===== src/rtl/mant_rounder.sv =====
module mant_rounder #(
  parameter int MANT_W = 66
) (
  input  logic              clk,
  input  logic              rst_n,
  input  logic [MANT_W-1:0] mant_i,
  input  logic              sticky_i,
  input  logic              sign_i,
  input  logic [1:0]        mode_i,
  output logic [MANT_W-2:0] mant_o,
  output logic              rounded_up_o,
  output logic              inexact_o
);
  localparam int KEEP_W = MANT_W - 2;

  logic [KEEP_W-1:0] kept;
  logic              guard, rbit, exact, bump;
  logic [KEEP_W:0]   sum;
  logic              past_ok;

  assign kept  = mant_i[MANT_W-1:2];
  assign guard = mant_i[1];
  assign rbit  = mant_i[0];
  assign exact = !(guard | rbit | sticky_i);

  always_comb begin
    unique case (mode_i)
      2'd1:    bump = 1'b0;
      2'd2:    bump = !sign_i;
      2'd3:    bump = sign_i;
      default: bump = guard & (rbit | sticky_i | kept[0]);
    endcase
    if (exact) bump = 1'b0;
  end

  assign sum = {1'b0, kept} + {{KEEP_W{1'b0}}, bump};

  always_ff @(posedge clk) begin
    if (!rst_n) begin
      mant_o       <= '0;
      rounded_up_o <= 1'b0;
      inexact_o    <= 1'b0;
      past_ok      <= 1'b0;
    end else begin
      mant_o       <= sum;
      rounded_up_o <= bump;
      inexact_o    <= !exact;
      past_ok      <= 1'b1;
    end
  end

  a_r1_reset: assert property (@(posedge clk)
    !rst_n |=> (mant_o == '0 && !rounded_up_o && !inexact_o));

  a_r2_shift: assert property (@(posedge clk) disable iff (!rst_n)
    past_ok |-> mant_o == ({1'b0, $past(mant_i[MANT_W-1:2])} + {{KEEP_W{1'b0}}, rounded_up_o}));

  a_r3_exact: assert property (@(posedge clk) disable iff (!rst_n)
    (past_ok && $past(mant_i[1:0]) == 2'b00 && !$past(sticky_i)) |-> (!rounded_up_o && !inexact_o));

  a_r4_guard_clear: assert property (@(posedge clk) disable iff (!rst_n)
    (past_ok && $past(mode_i) == 2'd0 && !$past(mant_i[1])) |-> !rounded_up_o);

  a_r5_toward_zero: assert property (@(posedge clk) disable iff (!rst_n)
    (past_ok && $past(mode_i) == 2'd1) |-> !rounded_up_o);

  a_r6_plus_inf: assert property (@(posedge clk) disable iff (!rst_n)
    (past_ok && $past(mode_i) == 2'd2 && $past(sign_i)) |-> !rounded_up_o);

  a_r7_minus_inf: assert property (@(posedge clk) disable iff (!rst_n)
    (past_ok && $past(mode_i) == 2'd3 && !$past(sign_i)) |-> !rounded_up_o);

  a_r8_up_implies_inexact: assert property (@(posedge clk) disable iff (!rst_n)
    rounded_up_o |-> inexact_o);
endmodule


===== config.mk =====
export PLATFORM = sky130hd
export DESIGN_NAME = mant_rounder
export DESIGN_NICKNAME = d
export VERILOG_FILES = /design/src/rtl/mant_rounder.sv
export SDC_FILE = /design/constraint.sdc
export NUM_CORES = 1
export LEC_CHECK = 0
export CORE_UTILIZATION = 57
export CTS_CLUSTER_DIAMETER = 150
export CTS_CLUSTER_SIZE = 28
export DETAILED_ROUTE_END_ITERATION = 8
export DONT_BUFFER_PORTS = 1
export PLACE_DENSITY = 0.86
export SLEW_MARGIN = 20
export SYNTH_ARGS = -nofsm -noshare
export SYNTH_HDL_FRONTEND = slang
export SYNTH_SLANG_ARGS = --single-unit

===== constraint.sdc =====
create_clock -name clk -period 2.65 [get_ports clk]
set_input_delay 0.1325 -clock clk [delete_from_list [all_inputs] [get_ports clk]]
set_output_delay 0.1325 -clock clk [all_outputs]
set_load 0.03 [all_outputs]

==> metrics, run 1 <==
number of detailed-route iterations in the first pass=5; wire length of the first global-routing pass=17280 um; cell leakage power=1.527 nW; number of placed cells counting well taps=around 450; initial standard-cell utilization of the core=59.33%; worst min-delay path startpoint=mant_i[4]; final setup violation count=0; Critical Path End Type=flip-flop; dominant synthesized flop cell=dfxtp_1; count of nets left with antenna violations after detail routing=0; Total Routed Length=around 11000 um; growth of design area from synthesis to finish=29.27%; arrival time at the worst endpoint=2640 ps; portion of the post-synthesis area used by sequential elements=between 40 and 50%; clock transition at the register clock pins on the worst setup and hold paths after CTS=~70 ps; DIE AREA=around 6100 um^2; vias after detailed routing=~3500; Nets=530; worst slew slack as a fraction of its limit=~47%; placeable core area=about 5500 um^2; mean cell area of the mapped netlist=8.560 um^2; #FFs+latches synth=67; worst hold path type=input port to flip-flop; remaining global-route overflow=0; CP max FO=7; FILL cells=383; post-route non-filler standard cell count=533; number of distinct library cells after synthesis=42; post-synthesis cell type with the largest combined area=dfxtp_1; share of the synthesized area in the top cell type=approximately two fifths; unrepaired setup endpoints after global routing=false; Via-to-Cell Ratio=approximately 6.6; min Tclk post-route=2406 ps; number of synthesized flops with an enable pin=0; # IOs=139; total number of H-tree levels=3; CTS tree=done; antenna violations before repair=0; via count of the first global-routing pass=3585; Worst Max-Slew Pin Slew=roughly 800 ps; Cell Area, Synth=between 3000 and 4000 um^2; outcome=finished, final reports clean; proportion of layout cells with a drive suffix above 1=8.677%; overall power=around 2.4 mW; cell depth of the worst hold path=3; average wire per standard cell=between 15 and 20 um; Max clock buf depth=2; RD Place Congestion=approximately 0.9; biggest area contributors in the synthesized netlist=dfxtp_1 41%, nand3_1 4.7%, a21oi_1 4.6%; detailed router's first-iteration violation count=between 200 and 300; launching element type of the critical path=input port; summed negative setup slack over all endpoints=0 ps; GRT Total Usage=~37%; number of warning messages in the yosys log=0; Final HPWL DP=6154 um; Tcrit/Tclk final=90.79%; Die X=77.94 um; number of CTS-inserted buffers=9; number of sinks on the clock net=67; die outline height=roughly 78 um; antenna diode instance count=0; Achievable Freq=415.7 MHz; register cell area after layout=about 1300 um^2; VDD IR max=approximately 0.00041 V; number of buffers inserted to repair setup after CTS=0; number of max-slew violations in the final report=0; Root Buffer=clkbuf_8; Async S/R FF share, synth=0%; pin count of the biggest net entering global routing=51; destination of the worst hold path=mant_o[3]$_SDFF_PN0_; kind of critical path=input port to flip-flop; floorplan row count=27; total DRC errors in the routed layout=0; area of combinational cells with multiple inputs=between 1500 and 2000 um^2; P per Cell Area=around 550 nW/um^2; required time worst endpoint=between 2000 and 3000 ps; number of maximum-capacitance violations=0; count of mapped cells out of synthesis=384; count of input and output buffers=0; number of hold violations in the final report=0; synthesized netlist net count=458
[cell families (layout without fill, tap and decap cells)]
kind of cell / Yosys count / in the layout / share of synthesized area [%]
buffers and inverters: 21 / 98 / 2.474
multiplexers: 4 / 4 / 1.218
flip-flops: 67 / 67 / 40.81
XOR/XNOR: 25 / 25 / 6.662
AND/OR/NAND/NOR: 196 / 196 / 35.82
AO/OA/AOI/OAI: 69 / 69 / 12.26
adder cells (fa/ha/maj): 2 / 2 / 0.7612
[worst max-delay path by stage]
stage               from                    end  slack, ps
6_report       mode_i[1]  mant_o[33]$_SDFF_PN0_        240
5_1_grt        mode_i[1]  mant_o[33]$_SDFF_PN0_         10
4_1_cts        mode_i[1]  mant_o[41]$_SDFF_PN0_        260
3_5_place_dp   mode_i[1]  mant_o[60]$_SDFF_PN0_         20
3_3_place_gp   mode_i[1]  mant_o[60]$_SDFF_PN0_        130
2_1_floorplan  mode_i[1]  mant_o[52]$_SDFF_PN0_        130
[flip-flops by register name, summed over array words and instances (netlist names)]
signal and flops:
rounded_up_o 1, mant_o 65, inexact_o 1
[per-layer routing]
| layer | up-vias | share of wire [%] | GRT usage, % |
|---|---|---|---|
| li1 | 1564 | - | - |
| met1 | 1661 | 35 | 39.72 |
| met2 | 237 | 49 | 61.24 |
| met3 | 68 | 9.6 | 11.18 |
| met4 | 0 | 5.8 | 24.44 |
| met5 | - | 0 | 0 |
[cells in the mapped netlist (3+ instances only)]
cell	instances
and4_1	3
o21ai_1	3
o311ai_0	3
nor3_1	7
nand2_1	31
nand4_2	4
nor4_1	5
mux2i_1	4
nand4_1	15
and3_1	7
or4_1	14
xnor2_1	9
nor2_1	33
or3_1	19
a21oi_1	30
o21ai_0	16
nand3_1	31
nand2b_1	5
inv_1	9
dfxtp_1	67
o41ai_1	3
o31ai_1	12
xor2_1	16
and2_1	4
clkbuf_1	7
nor4_4	3
buf_1	3
[power breakdown]
group          switching (mW)  internal (mW)  leakage (nW)
combinational           0.113          0.120         0.865
clock                   0.396          0.527         0.103
sequential              0.137           1.06         0.558
total                   0.646           1.71          1.53
[through the flow]
stage	setup slack, ps	hold WS [ps]	area (um^2)	util, %
final	244.1	14.03	4249	76.69
after global routing	14.02	12.88	4249	76.69
after CTS	259.4	0.01799	4249	76.69
after detailed placement	17.21	262.8	3390	61.18
after global placement	130.9	254.5	3390	61.18
after floorplan	126.5	252.0	3287	-
[cell usage in the layout, fill, tap and decap left out, types with 5 or more instances in the layout]
cell           instances
o21ai_0               16
buf_4                  8
xnor2_1                9
or4_1                 14
nand3_1               31
inv_1                  8
dfxtp_1               67
a21oi_1               30
xor2_1                16
clkbuf_8               9
nand4_1               15
nor3_1                 7
nor2_1                33
dlygate4sd3_1         65
and3_1                 7
or3_1                 19
nand2b_1               5
o31ai_1               12
nand2_1               31
nor4_1                 5
[final cells by class]
cell class,count,share of cell area [%]
timing repair buffer,73,16.73
sequential,67,31.57
tap,72,2.120
clock buffer,11,3.092
inverter,9,0.7951
clock inverter,5,1.826
multi-input combinational,296,43.88
[worst max-delay path, stage by stage]
cell	delay, ps
nor2b_1	110
mux2i_1	110
o21ai_0	90
a21oi_1	170
ha_1	210
buf_4	150
nand2_4	70
nor4_4	310
nand4b_1	130
buf_4	190
o311ai_0	270
o41ai_1	130
dlygate4sd3_1	570
[timing repair]
item | in CTS | in global routing
endpoints found under the hold margin | 66 | 0
gates resized for setup | 0 | 1
hold buffers | 65 | 0
endpoints found under the setup margin | 0 | 1
(Power assumes the default switching activity.)
==> run 2: changes to the inputs <==
==> constraint.sdc (replaced) <==
create_clock -name clk -period 2.65 [get_ports clk]
set_input_delay 0.265 -clock clk [delete_from_list [all_inputs] [get_ports clk]]
set_output_delay 0.265 -clock clk [all_outputs]
set_load 0.03 [all_outputs]
==> run 2 against run 1 <==
Setup slack better by 82 ps. Clock power is 17% higher. Critical path depth is 1 lower. Count of clock-buffer cells in the layout is 1 higher. Sequential power hardly changed. First-iteration DRC count is 18% lower. Global-route usage is 7.3 points lower. Largest cell class unchanged.
==> metrics, run 2 (synthesis results as in run 1) <==
number of sinks on the clock net=67 (unchanged); remaining global-route overflow=0 (unchanged); placeable core area=5540 um^2 (unchanged); Nets=470 (was 530); number of max-slew violations in the final report=0 (unchanged); Tcrit/Tclk final=87.69% (was 90.79%); worst path bufs/invs=1 (was 3); CP max FO=5 (was 7); fraction of power consumed by sequential logic=49.6% (was 51.0%); Root Buffer=clkbuf_8 (unchanged); via count of the first global-routing pass=2872 (was 3585); number of maximum-capacitance violations=0 (unchanged); Critical Path End Type=flip-flop (unchanged); RD Place Congestion=0.9381 (was 0.9062); average wire per standard cell=18.07 um (was 19.83 um); growth of design area from synthesis to finish=12.90% (was 29.27%); outcome=finished, final reports clean (unchanged); net switching share of the total power=24.55% (was 27.40%); total number of H-tree levels=3 (unchanged); cell leakage power=1.293 nW (was 1.527 nW); min Tclk post-route=2324 ps (was 2406 ps); delay contributed by the slowest stage of the critical path=510 ps (was 570 ps); number of placed cells counting well taps=457 (was 452); portion of total power attributed to combinational logic=5.7% (was 9.9%); P per Cell Area=651.8 nW/um^2 (was 554.6 nW/um^2); worst slew slack as a fraction of its limit=59.89% (was 47.31%); Top Registers=mant_o (65), inexact_o (1), rounded_up_o (1) (unchanged); # IOs=139 (unchanged); Achievable Freq=430.3 MHz (was 415.7 MHz); wire length of the first global-routing pass=13860 um (was 17280 um); proportion of layout cells with a drive suffix above 1=12.22% (was 8.677%); initial standard-cell utilization of the core=59.33% (unchanged); pin count of the biggest net entering global routing=36 (was 51); CTS tree=done (unchanged); Max clock buf depth=2 (unchanged); cell chain of the critical path=nor2b_1 > mux2i_1 > o21ai_0 > a21oi_1 > ha_2 > ha_4 > nand4_4 > nor4_4 > buf_4 > nand4_1 > or4_1 > a21oi_1 (was nor2b_1 > mux2i_1 > o21ai_0 > a21oi_1 > ha_1 > buf_4 > nand2_4 > nor4_4 > nand4b_1 > buf_4 > o311ai_0 > o41ai_1 > dlygate4sd3_1); required time worst endpoint=2920 ps (was 2890 ps); cts hold-fix bufs=0 (was 65); cell with the largest stage delay on the worst path=or4_1 (was dlygate4sd3_1); Via-to-Cell Ratio=6.372 (was 6.623); reported net switching power=593.7 uW (was 645.7 uW); Total Routed Length=8545 um (was 10570 um); final setup violation count=0 (unchanged); post-route non-filler standard cell count=473 (was 533); antenna diode instance count=0 (unchanged); count of input and output buffers=0 (unchanged); cell repeated most along the worst path=a21oi_1 (was buf_4); max reg flops=65 (unchanged); Clk pwr share=44.7% (was 39.2%); arrival time at the worst endpoint=2600 ps (was 2640 ps); number of hold violations in the final report=0 (unchanged); commonest non-fill, non-tap cell in the layout=dfxtp_1 (unchanged); Top reg by flops=mant_o (unchanged); Die X=77.94 um (unchanged); count of nets left with antenna violations after detail routing=0 (unchanged); overall power=2.419 mW (was 2.356 mW); detailed router's first-iteration violation count=217 (was 264); number of buffers inserted to repair setup after CTS=0 (unchanged); die outline height=77.94 um (unchanged); launching element type of the critical path=input port (unchanged); floorplan row count=27 (unchanged); number of CTS-inserted buffers=9 (unchanged); total DRC errors in the routed layout=0 (unchanged); cell area after placement=3451 um^2 (was 3390 um^2); dominant delay contributor by cell family on the critical path=simple AND/OR/NAND/NOR gates (was buffers and inverters); Final HPWL DP=6364 um (was 6154 um); commonest cells after routing, fill and taps aside=67 x dfxtp_1, 33 x nor2_1, 31 x nand3_1, 31 x nand2_1, 30 x a21oi_1 (was 67 x dfxtp_1, 65 x dlygate4sd3_1, 33 x nor2_1); final cell utilization of the core=66.98% (was 76.69%); kind of critical path=input port to flip-flop (unchanged); clock transition at the register clock pins on the worst setup and hold paths after CTS=70 ps (about the same); GRT Total Usage=29.24% (was 36.58%); post-cts gate resize count=0 (unchanged); Worst Max-Slew Pin Slew=599.5 ps (was 787.8 ps); vias after detailed routing=3014 (was 3530); internal power=1.825 mW (was 1.711 mW); final instance area=3711 um^2 (was 4249 um^2); number of detailed-route iterations in the first pass=5 (unchanged); antenna violations before repair=0 (unchanged); VDD IR max=0.0004298 V (was 0.0004075 V); unrepaired setup endpoints after global routing=false (unchanged); worst hold path type=input port to flip-flop (unchanged); DIE AREA=6074 um^2 (unchanged)
## run 2: changes by cell type in the layout (fill, tap and decap cells not counted), sizes merged
cell         before  now
dlygate4sd3      65    0
buf               8   13
bufinv            2    3
clkbuf           11   12
clkinv            3    2
clkinvlp          1    0
## run 2: per-stage QoR
step	hold slack [ps]	setup slack [ps]	TNS, ps
4_1_cts	41.10	344.3	0
3_5_place_dp	395.6	-29.47	-52.11
3_3_place_gp	387.7	51.81	0
2_1_floorplan	384.5	0.7601	0
6_report	51.42	326.2	0
5_1_grt	34.39	118.3	0
## run 2: cell type report
cell class                 instances  area, um^2
sequential                        67        1341
clock buffer                      12       165.2
multi-input combinational        296        1888
fill                             453        1829
timing repair buffer              13       97.59
tap                               72       90.09
inverter                           9       33.78
clock inverter                     4       95.09
## run 2: final timing paths
path | slack (ps) | cells past startpoint | from | endpoint
setup / recovery | 330 | 12 | mode_i[1] | mant_o[60]$_SDFF_PN0_
hold / removal | 50 | 2 | mant_i[65] | mant_o[64]$_SDFF_PN0_
## run 2: per-layer routing
layer	vias up	track usage (%)	part of all wire, %
li1	1441	-	-
met1	1377	32.82	38
met2	176	48.94	49
met3	20	12.94	10
met4	0	10.56	2.5
met5	-	0	0
## run 2: power groups by stage
stage	Combinational (mW)	Clock, mW	Sequential [mW]
floorplan	0.115	0	1.21
global placement	0.129	0	1.22
detailed placement	0.136	0	1.22
CTS	0.137	1.09	1.20
global route	0.155	1.15	1.20
finish	0.137	1.08	1.20
